<file path="src/rtl/ige_pkg.sv">
package ige_pkg;
  localparam int QW   = 64;
  localparam int SELW = 16;

  typedef enum logic [3:0] {
    S_IDLE, S_GHI_REQ, S_GHI_WAIT, S_GLO_REQ, S_GLO_WAIT, S_GATE_CHK,
    S_CSD_REQ, S_CSD_WAIT, S_CS_CHK, S_PUSH, S_COMMIT
  } seq_state_t;

  typedef struct packed {
    logic            type_ok;
    logic [SELW-1:0] sel;
    logic            use_local;
    logic [7:0]      tbl_off;
    logic [QW-1:0]   target;
    logic            canon;
    logic [2:0]      ist;
    logic            if_bit;
  } gate_info_t;
endpackage

</file>
<file path="src/rtl/ige_gate_decode.sv">
module ige_gate_decode
  import ige_pkg::*;
#(
  parameter int CANON_BIT = 47
) (
  input  logic [15:0]     off_mid,
  input  logic [15:0]     off_low,
  input  logic [31:0]     off_high,
  input  logic [3:0]      gtype,
  input  logic [2:0]      ist,
  input  logic [SELW-1:0] sel,
  output gate_info_t      info
);
  localparam int TOP_BITS = QW - CANON_BIT;

  logic [QW-1:0] tgt;
  assign tgt = {off_high, off_mid, off_low};

  always_comb begin
    info.type_ok   = (gtype[3:1] == 3'b111);
    info.sel       = sel;
    info.use_local = sel[2];
    info.tbl_off   = {sel[7:3], 3'b000};
    info.target    = tgt;
    info.canon     = (tgt[QW-1:CANON_BIT] == '0) ||
                     (tgt[QW-1:CANON_BIT] == {TOP_BITS{1'b1}});
    info.ist       = ist;
    info.if_bit    = gtype[0];
  end
endmodule

</file>
<file path="src/rtl/ige_frame_gen.sv">
module ige_frame_gen
  import ige_pkg::*;
#(
  parameter int FRAME_QW   = 5,
  parameter int ALIGN_LOG2 = 4,
  localparam int SLOT_W    = $clog2(FRAME_QW)
) (
  input  logic [SLOT_W-1:0] slot,
  input  logic [QW-1:0]     ret_rip,
  input  logic [QW-1:0]     old_rsp,
  input  logic [QW-1:0]     old_rflags,
  input  logic [SELW-1:0]   old_cs,
  input  logic [SELW-1:0]   old_ss,
  output logic [QW-1:0]     base_sp,
  output logic [QW-1:0]     slot_addr,
  output logic [QW-1:0]     slot_data
);
  localparam logic [QW-1:0] FRAME_BYTES = QW'(FRAME_QW * 8);
  localparam logic [QW-1:0] ALIGN_MASK  = ~((QW'(1) << ALIGN_LOG2) - QW'(1));

  assign base_sp   = (old_rsp - FRAME_BYTES) & ALIGN_MASK;
  assign slot_addr = base_sp + {{(QW-SLOT_W-3){1'b0}}, slot, 3'b000};

  always_comb begin
    case (slot)
      SLOT_W'(0): slot_data = ret_rip;
      SLOT_W'(1): slot_data = {{(QW-SELW){1'b0}}, old_cs};
      SLOT_W'(2): slot_data = old_rflags;
      SLOT_W'(3): slot_data = old_rsp;
      SLOT_W'(4): slot_data = {{(QW-SELW){1'b0}}, old_ss};
      default:    slot_data = '0;
    endcase
  end
endmodule

</file>
<file path="src/rtl/ige_entry_seq.sv">
module ige_entry_seq
  import ige_pkg::*;
#(
  parameter int VEC_W      = 8,
  parameter int FRAME_QW   = 5,
  parameter int ALIGN_LOG2 = 4,
  parameter int CANON_BIT  = 47
) (
  input  logic             clk,
  input  logic             rst,
  input  logic             start,
  input  logic [VEC_W-1:0] vector,
  input  logic [63:0]      cur_rip,
  input  logic [63:0]      cur_rsp,
  input  logic [63:0]      cur_rflags,
  input  logic [15:0]      cur_cs,
  input  logic [15:0]      cur_ss,
  input  logic [1:0]       cur_cpl,
  input  logic [63:0]      idt_base,
  input  logic [63:0]      gdt_base,
  input  logic [63:0]      ldt_base,
  input  logic             gate_chk_ok,
  input  logic             cs_chk_ok,
  output logic             mem_req_valid,
  output logic             mem_req_write,
  output logic [63:0]      mem_req_addr,
  output logic [63:0]      mem_req_wdata,
  input  logic             mem_req_ready,
  input  logic             mem_rsp_valid,
  input  logic [63:0]      mem_rsp_data,
  output logic             busy,
  output logic             done,
  output logic             fault,
  output logic [15:0]      fault_code,
  output logic             unsup,
  output logic [15:0]      new_cs,
  output logic [63:0]      new_rip,
  output logic [63:0]      new_rsp,
  output logic [63:0]      new_rflags
);
  localparam int SLOT_W = $clog2(FRAME_QW);
  localparam logic [63:0] FLAG_CLR = (64'd1 << 8) | (64'd1 << 9) |
                                     (64'd1 << 14) | (64'd1 << 16);

  seq_state_t        state;
  logic [VEC_W-1:0]  vec_q;
  logic [63:0]       rip_q, rsp_q, rfl_q;
  logic [15:0]       cs_q, ss_q;
  logic [1:0]        cpl_q, dpl_q;
  logic [31:0]       off_hi_q;
  logic [15:0]       off_mid_q, off_low_q, sel_q;
  logic [3:0]        type_q;
  logic [2:0]        ist_q;
  logic [SLOT_W-1:0] slot_q, slot_sel;
  gate_info_t        gi;
  logic [63:0]       base_sp, fg_addr, fg_data;
  logic              rsvd_unused;

  assign rsvd_unused = ^{mem_rsp_data[47], mem_rsp_data[44], mem_rsp_data[39:35]};

  function automatic logic [63:0] gate_addr(input logic [63:0] base,
                                            input logic [VEC_W-1:0] v);
    return base + {{(60-VEC_W){1'b0}}, v, 4'b0000};
  endfunction

  ige_gate_decode #(.CANON_BIT(CANON_BIT)) dec_i (
    .off_mid(off_mid_q), .off_low(off_low_q), .off_high(off_hi_q),
    .gtype(type_q), .ist(ist_q), .sel(sel_q), .info(gi)
  );

  assign slot_sel = (state == S_PUSH) ? slot_q + SLOT_W'(1) : '0;

  ige_frame_gen #(.FRAME_QW(FRAME_QW), .ALIGN_LOG2(ALIGN_LOG2)) fg_i (
    .slot(slot_sel), .ret_rip(rip_q), .old_rsp(rsp_q), .old_rflags(rfl_q),
    .old_cs(cs_q), .old_ss(ss_q), .base_sp(base_sp),
    .slot_addr(fg_addr), .slot_data(fg_data)
  );

  wire hs = mem_req_valid && mem_req_ready;

  always_ff @(posedge clk) begin
    if (rst) begin
      state <= S_IDLE;
      vec_q <= '0; rip_q <= '0; rsp_q <= '0; rfl_q <= '0;
      cs_q <= '0; ss_q <= '0; cpl_q <= '0; dpl_q <= '0;
      off_hi_q <= '0; off_mid_q <= '0; off_low_q <= '0; sel_q <= '0;
      type_q <= '0; ist_q <= '0; slot_q <= '0;
      mem_req_valid <= 1'b0; mem_req_write <= 1'b0;
      mem_req_addr <= '0; mem_req_wdata <= '0;
      busy <= 1'b0; done <= 1'b0; fault <= 1'b0; unsup <= 1'b0;
      fault_code <= '0;
      new_cs <= '0; new_rip <= '0; new_rsp <= '0; new_rflags <= '0;
    end else begin
      done  <= 1'b0;
      fault <= 1'b0;
      unsup <= 1'b0;
      case (state)
        S_IDLE: if (start) begin
          vec_q <= vector; rip_q <= cur_rip; rsp_q <= cur_rsp;
          rfl_q <= cur_rflags; cs_q <= cur_cs; ss_q <= cur_ss; cpl_q <= cur_cpl;
          busy <= 1'b1;
          mem_req_valid <= 1'b1;
          mem_req_write <= 1'b0;
          mem_req_addr  <= gate_addr(idt_base, vector) + 64'd8;
          state <= S_GHI_REQ;
        end
        S_GHI_REQ: if (hs) begin
          mem_req_valid <= 1'b0;
          state <= S_GHI_WAIT;
        end
        S_GHI_WAIT: if (mem_rsp_valid) begin
          off_hi_q      <= mem_rsp_data[31:0];
          mem_req_valid <= 1'b1;
          mem_req_addr  <= gate_addr(idt_base, vec_q);
          state <= S_GLO_REQ;
        end
        S_GLO_REQ: if (hs) begin
          mem_req_valid <= 1'b0;
          state <= S_GLO_WAIT;
        end
        S_GLO_WAIT: if (mem_rsp_valid) begin
          off_mid_q <= mem_rsp_data[63:48];
          type_q    <= mem_rsp_data[43:40];
          ist_q     <= mem_rsp_data[34:32];
          sel_q     <= mem_rsp_data[31:16];
          off_low_q <= mem_rsp_data[15:0];
          state <= S_GATE_CHK;
        end
        S_GATE_CHK: begin
          if (!gate_chk_ok || !gi.type_ok) begin
            fault <= 1'b1; fault_code <= '0; busy <= 1'b0;
            state <= S_IDLE;
          end else begin
            mem_req_valid <= 1'b1;
            mem_req_addr  <= (gi.use_local ? ldt_base : gdt_base) +
                             {56'd0, gi.tbl_off};
            state <= S_CSD_REQ;
          end
        end
        S_CSD_REQ: if (hs) begin
          mem_req_valid <= 1'b0;
          state <= S_CSD_WAIT;
        end
        S_CSD_WAIT: if (mem_rsp_valid) begin
          dpl_q <= mem_rsp_data[46:45];
          state <= S_CS_CHK;
        end
        S_CS_CHK: begin
          if (!cs_chk_ok || !gi.canon) begin
            fault <= 1'b1; fault_code <= '0; busy <= 1'b0;
            state <= S_IDLE;
          end else if ((gi.ist != 3'd0) || (dpl_q != cpl_q)) begin
            unsup <= 1'b1; busy <= 1'b0;
            state <= S_IDLE;
          end else begin
            slot_q        <= '0;
            mem_req_valid <= 1'b1;
            mem_req_write <= 1'b1;
            mem_req_addr  <= fg_addr;
            mem_req_wdata <= fg_data;
            state <= S_PUSH;
          end
        end
        S_PUSH: if (hs) begin
          if (slot_q == SLOT_W'(FRAME_QW - 1)) begin
            mem_req_valid <= 1'b0;
            mem_req_write <= 1'b0;
            state <= S_COMMIT;
          end else begin
            slot_q        <= slot_q + SLOT_W'(1);
            mem_req_addr  <= fg_addr;
            mem_req_wdata <= fg_data;
          end
        end
        S_COMMIT: begin
          new_rsp    <= base_sp;
          new_cs     <= gi.sel;
          new_rip    <= gi.target;
          new_rflags <= (rfl_q & ~FLAG_CLR) | {54'd0, gi.if_bit, 9'd0};
          done <= 1'b1;
          busy <= 1'b0;
          state <= S_IDLE;
        end
        default: state <= S_IDLE;
      endcase
    end
  end
endmodule

</file>
<file path="config.mk">
export PLATFORM = sky130hd
export DESIGN_NAME = ige_entry_seq
export DESIGN_NICKNAME = d
export VERILOG_FILES = /design/src/rtl/ige_pkg.sv /design/src/rtl/ige_gate_decode.sv /design/src/rtl/ige_frame_gen.sv /design/src/rtl/ige_entry_seq.sv
export SDC_FILE = /design/constraint.sdc
export NUM_CORES = 2
export LEC_CHECK = 0
export ABC_CLOCK_PERIOD_IN_PS = 5000
export BUFFER_PORTS_ARGS = -buffer_cell sky130_fd_sc_hd__buf_2
export CORE_AREA = 2 2 333 335
export DETAILED_ROUTE_END_ITERATION = 10
export DIE_AREA = 0 0 335 337
export PLACE_DENSITY_LB_ADDON = 0.25
export SLEW_MARGIN = 20
export SYNTH_ARGS = -nofsm -noshare
export SYNTH_HDL_FRONTEND = slang
export SYNTH_HIERARCHICAL = 1
export SYNTH_SLANG_ARGS = --single-unit
</file>
<file path="constraint.sdc">
create_clock -name clk -period 5 [get_ports clk]
set_input_delay 0.25 -clock clk [delete_from_list [all_inputs] [get_ports clk]]
set_output_delay 0.25 -clock clk [all_outputs]
set_load 0.02 [all_outputs]
</file>
# Word-level counts from Yosys, hierarchy flattened
# Cells that the tools add are included.
word_totals:
  ff_bits: 684
  latchBits: 0
  mem_bits_rw: 0
  rom_bits: 0
  inputBits: 497
  elab_cells: 162
  mem_count: 0
classes:
  add_sub_neg: 7
  n_mul: 0
  n_div: 0
  order_cmp: 0
  eq_ne: 35
  shifts: 0
  n_mux: 57
  n_bitwise: 2
  n_reduce_logical: 32
ops:
  columns: ["cell", "count"]
  rows:
  - ["2-to-1 mux 64 bit", 12]
  - ["one-hot mux 64 bit (5 select lines)", 2]
  - ["adder 64 x 12 -> 64 bit", 2]
  - ["one-hot mux 64 bit (2 select lines)", 1]
  - ["adder 64 x 4 -> 64 bit, second input constant", 1]
  - ["adder 64 x 6 -> 64 bit", 1]
  - ["adder 64 x 8 -> 64 bit", 1]
  - ["bitwise OR 64 x 10 -> 64 bit", 1]
  - ["subtractor 64 x 6 -> 64 bit, second input constant", 1]
  - ["2-to-1 mux 4 bit", 11]
  - ["one-hot mux 4 bit (10 select lines)", 1]
  - ["2-to-1 mux 16 bit", 2]
  - ["one-hot mux 16 bit (2 select lines)", 1]
  - ["inequality test 2 bit, second input constant", 14]
  - ["2-to-1 mux 3 bit", 6]
  - ["AND reduction 9 bit", 2]
  - ["equality test 17 bit, second input constant", 1]
  - ["zero test 17 bit", 1]
  - ["equality test 4 x 3 -> 1 bit, second input constant", 4]
  - ["2-to-1 mux 1 bit", 16]
  - ["equality test 4 bit, second input constant", 3]
  - ["equality test 3 bit, second input constant", 3]
  - ["equality test 4 x 2 -> 1 bit, second input constant", 2]
  - ["AND reduction 2 bit", 4]
  - ["other kinds (29)", 40]

# Longest topological paths before layout
depth:
  ltp_word: 7
  ltp_mapped: 21

# Modules after synthesis
# Netlist, hierarchy kept.
modules_own_cells:
  columns: ["mod", "n_inst", "cells_each", "area_each_um2", "seq_area_each_um2"]
  rows:
  - ["ige_entry_seq", 1, 4043, 30737.0, 13392.8]
  - ["ige_frame_gen", 1, 754, 4709.5, 0.0]
  - ["ige_gate_decode", 1, 107, 807.0, 0.0]

# Worst setup path after synthesis
# Ideal clock, no wire load.
synth_timing:
  path_type: "register to register"
  start: "register state[3]"
  end: "register mem_req_addr[61]"
  setup_ps: 133
  arrival_ps: 4652
  t_required_ps: 4867
  slack_ps: 215
  stages_incl_launch_ff: 20
  n_path_buf: 5
  period_less_slack_ps: 4785
  cell_sequence: "dfxtp_1 > buf_2 > nor3b_2 > clkbuf_1 > clkbuf_1 > nand2_1 > nor2_1 > ha_1 > a21o_1 > a21boi_0 > o211ai_1 > nand2b_1 > or4_1 > buf_2 > or3_1 > buf_2 > or4b_4 > xnor2_2 > a211oi_1 > a311oi_1"
synth_between:
  elab_chain_cells: 6
synth_rtl:
  columns: ["element", "line_no", "source"]
  rows:
  - ["start, declared", "ige_entry_seq.sv:45", "seq_state_t state;"]
  - ["start signal, assigned", "ige_entry_seq.sv:83", "state <= S_IDLE;"]
  - ["start signal, assigned", "ige_entry_seq.sv:105", "state <= S_GHI_REQ;"]
  - ["start signal, assigned", "ige_entry_seq.sv:109", "state <= S_GHI_WAIT;"]
  - ["equality test 4 bit (*)", "ige_entry_seq.sv:71", "assign slot_sel = (state == S_PUSH) ? slot_q + SLOT_W'(1) : '0;"]
  - ["2-to-1 mux 3 bit (*)", "ige_entry_seq.sv:71", null]
  - ["via slot_sel[2]", "ige_entry_seq.sv:54", "logic [SLOT_W-1:0] slot_q, slot_sel;"]
  - ["adder 64 x 6 -> 64 bit (*)", "ige_frame_gen.sv:22", "assign slot_addr = base_sp + {{(QW-SLOT_W-3){1'b0}}, slot, 3'b000};"]
  - ["via fg_addr[61]", "ige_entry_seq.sv:56", "logic [63:0] base_sp, fg_addr, fg_data;"]
  - ["2-to-1 mux 64 bit, on equally long branches", "ige_entry_seq.sv:165, ige_entry_seq.sv:152", null]
  - ["2-to-1 mux 64 bit, on equally long branches", "ige_entry_seq.sv:164, ige_entry_seq.sv:149", null]
  - ["one-hot mux 64 bit (5 select lines) (*)", "ige_entry_seq.sv:97", "case (state)"]
  - ["end signal, assigned", "ige_entry_seq.sv:104", "mem_req_addr <= gate_addr(idt_base, vector) + 64'd8;"]
  - ["end signal, assigned", "ige_entry_seq.sv:159", "mem_req_addr <= fg_addr;"]
  - ["end signal, assigned", "ige_entry_seq.sv:171", "mem_req_addr <= fg_addr;"]
  - ["end, declared", "ige_entry_seq.sv:26", "output logic [63:0] mem_req_addr,"]
# The timed path passes the listed nets; every way through them passes the cells marked *. The select of a mux whose other input is x is not followed.
# A chain may end at the register's enable or synchronous reset.

# Worst setup path after layout
layout_timing:
  start: "register rsp_q[4]"
  end: "register mem_req_addr[61]"
layout_between:
  elab_chain_cells: 5
layout_rtl:
  columns: ["element", "line_no", "source"]
  rows:
  - ["start, declared", "ige_entry_seq.sv:47", "logic [63:0] rip_q, rsp_q, rfl_q;"]
  - ["start signal, assigned", "ige_entry_seq.sv:99", "vec_q <= vector; rip_q <= cur_rip; rsp_q <= cur_rsp;"]
  - ["subtractor 64 x 6 -> 64 bit (*)", "ige_frame_gen.sv:21", "assign base_sp = (old_rsp - FRAME_BYTES) & ALIGN_MASK;"]
  - ["adder 64 x 6 -> 64 bit (*)", "ige_frame_gen.sv:22", null]
  - ["via fg_addr[61]", "ige_entry_seq.sv:56", null]
  - ["2-to-1 mux 64 bit, on equally long branches", "ige_entry_seq.sv:165, ige_entry_seq.sv:152", null]
  - ["2-to-1 mux 64 bit, on equally long branches", "ige_entry_seq.sv:164, ige_entry_seq.sv:149", null]
  - ["one-hot mux 64 bit (5 select lines) (*)", "ige_entry_seq.sv:97", null]
# Marks and branches as above.

==> flow_summary.toml <==
[outcome]
run_status = "finished clean"

[power]
worst_ir_drop_vdd_mv = 0.412
intPower_mw = 12.8
leakage_nw = 18.7
pwr-share-comb = 0.407
seq_power_share = 0.316
powerDensity_nw_per_um2 = 470
clkPwrFrac = 0.277
p_sw_frac = 0.421
p_sw_mw = 9.32

[placement]
place_hpwl_mm = 128
place.gp.congestion = 0.959
io_buffers = 828

[global_routing]
grt_pass1_wl_mm = 245
antenna_found_initial = 50
grt_pass1_vias = 36600
gr-total-overflow = 0
track_usage = 0.288
grt_max_degree = 150

[sta]
drv_slew = 0
max_freq_mhz = 212
worst_pin_slew_ps = 1120
hold_viol_final = 0
setup_viol = 0
rsz0062_at_grt = "false"
slew_headroom = 0.254
fin_setup_tns_ps = 0
skew_ps = 23.7
fin_crit_ps = 4710
final.period_utilization = 0.942

[detailed_routing]
dr.first_iter.drc_count = 3540
drc = 0
via_count = 39000
ant_nets = 0
detail_route.wl_per_cell_um = 23.4
firstDrtPassIters = 7
viasPerCell = 5.33
wl_mm = 171

[cts]
htreeDepth = 3
cts_tree = "built"
numCtsBuffers = 78
clockRootBuffer = "clkbuf_16"
post_cts_buffers = 0
clk-insertion-delay-late_ps = 660
cts_sinks = 669
clk_path_buf_depth = 3
cts.reportedPaths.clkPinSlew_ps = 60

[die]
die_area_sq_um = 113000
coreArea_sq_um = 110000
pin_count = 855
die_h_um = 337
start_util = 0.331
row_count = 122
die_width_um = 335

[setup_path]
critical_path_class = "reg -> reg"
reg2reg_depth = 13
rrSetupSlack_ps = 290
cp-start-kind = "flop"
cp.arrival_ps = 5270
rr_endpoint = "mem_req_addr[61]"
r2r_start = "rsp_q[4]"
end_kind = "flop"
crit_fanout = 9
required_ps = 5560

[final_layout]
drive_gt1_frac = 0.201
utilization = 0.430
area_growth_pct = 29.9
final_nets = 6325

[hold_path]
holdPathEnd = "mem_req_addr[39]"
worstHoldPathCells = 4
min-delay-start = "idt_base[39]"
hp-class = "in -> reg"

[synth]
synth_top_area_cell = "dfxtp_1"
yosys_warnings = 6
ys.flop_type = "dfxtp_1"
ys_ff_latch = 669
synth_common_cells = "1389 x nand2_1, 726 x a21oi_1, 669 x dfxtp_1"
synth_area_leaders = "dfxtp_1 37%, nand2_1 14%, a21oi_1 10%"
synth_cell_types = 98
synth.top_cell.area_share = 0.369
avgSynthCellArea_sq_um = 7.39
netlist_instances = 4904
yosysMostFrequentCell = "nand2_1"
syn-cell-area_sq_um = 36300
synth_edf_count = 0
yosysSeqAreaShare = 0.369
async_flop_share = 0

[job]
maxCapViolCount = 0
==> power by group through the flow <==
stage                     combinational, mW  sequential (mW)  clock, mW
after floorplan                        5.17             7.18          0
after CTS                              8.95             6.98       6.25
after detailed placement               8.71             7.10          0
after global placement                 8.71             7.06          0
after global routing                   9.77             7.10       6.46
final                                  9.00             6.99       6.13
==> what timing repair did <==
action                    CTS  global route
hold endpoints to repair  347             0
hold buffers              314             0
resized for setup           0             0
==> metal layers <==
metal | vias to the layer above | track usage | wire length [um]
met1 | 18500 | 0.371 | 73300
met5 | - | 0 | 173
met2 | 1568 | 0.451 | 75900
met3 | 339 | 0.0746 | 14100
li1 | 18600 | - | -
met4 | 24 | 0.133 | 7790
==> layout make-up <==
type / count / area (sq um)
fill: 11400 / 62500
inverter: 55 / 206
clock buffer: 113 / 2300
sequential: 669 / 13400
tap: 1426 / 1780
timing repair buffer: 1262 / 8390
clock inverter: 30 / 428
antenna: 35 / 87.6
multi-input combinational: 3729 / 20500
==> cells by family after synthesis <==
group / share of synthesized area
simple gates: 0.267
fa+ha+maj: 0.0122
buf+inv: 0.0711
flops: 0.369
compound gates: 0.187
xor+xnor: 0.0534
mux: 0.0396
other cells: 0.000311
==> through the flow <==
stage	hold slack, ps	area (sq um)	total power [mW]	std cells	setup WS, ps
final	65.1	47100	22.1	7319	290
after global routing	67.9	47100	23.3	7311	10.7
after CTS	1.41	47000	22.2	7284	330
after detailed placement	442	41100	15.8	6827	343
after global placement	436	41100	15.8	6827	384
after floorplan	386	36400	12.4	4930	215
==> sequential cells by signal (all words and copies together) (netlist names), 3 cells and up <==
signal / count
mem_req_addr: 64
mem_req_wdata: 64
new_rip: 64
new_rsp: 64
rfl_q: 64
rip_q: 64
rsp_q: 64
new_rflags: 61
off_hi_q: 32
cs_q: 16
new_cs: 16
off_low_q: 16
off_mid_q: 16
sel_q: 16
ss_q: 16
vec_q: 8
state: 4
type_q: 4
ist_q: 3
slot_q: 3
==> worst max path at each step <==
stage	from	end	slack (ps)	cells past startpoint
2_1_floorplan	state[3]	mem_req_addr[61]	210	19
3_3_place_gp	rsp_q[4]	mem_req_addr[61]	380	13
3_5_place_dp	rsp_q[4]	mem_req_addr[61]	340	13
4_1_cts	rsp_q[4]	mem_req_addr[61]	330	13
5_1_grt	rsp_q[40]	mem_req_addr[59]	10	12
6_report	rsp_q[4]	mem_req_addr[61]	290	13
==> cells in the final DEF, fill, tap and decap left out, types with 78 or more instances in the layout <==
master	n
dlygate4sd3_1	314
nand2_1	1386
clkbuf_16	79
buf_4	105
xor2_1	116
dfxtp_1	668
mux2i_1	121
nor2_1	266
a21oi_1	725
buf_2	827
nand4_1	80
o21ai_0	78
xnor2_1	103
nor3_1	96
==> worst max-delay path, stage by stage, from the launching register on <==
cell      delay, ps
dfxtp_1         400
inv_1            90
ha_1            280
nand2b_1        280
nand3_1         210
nor4_2          260
xnor2_1         180
or4_1           640
or4_1           640
or3_1           470
or4b_4          540
xnor2_2         250
a211oi_1        120
a311oi_1        260
No activity file was read; power rests on OpenSTA's default activity.
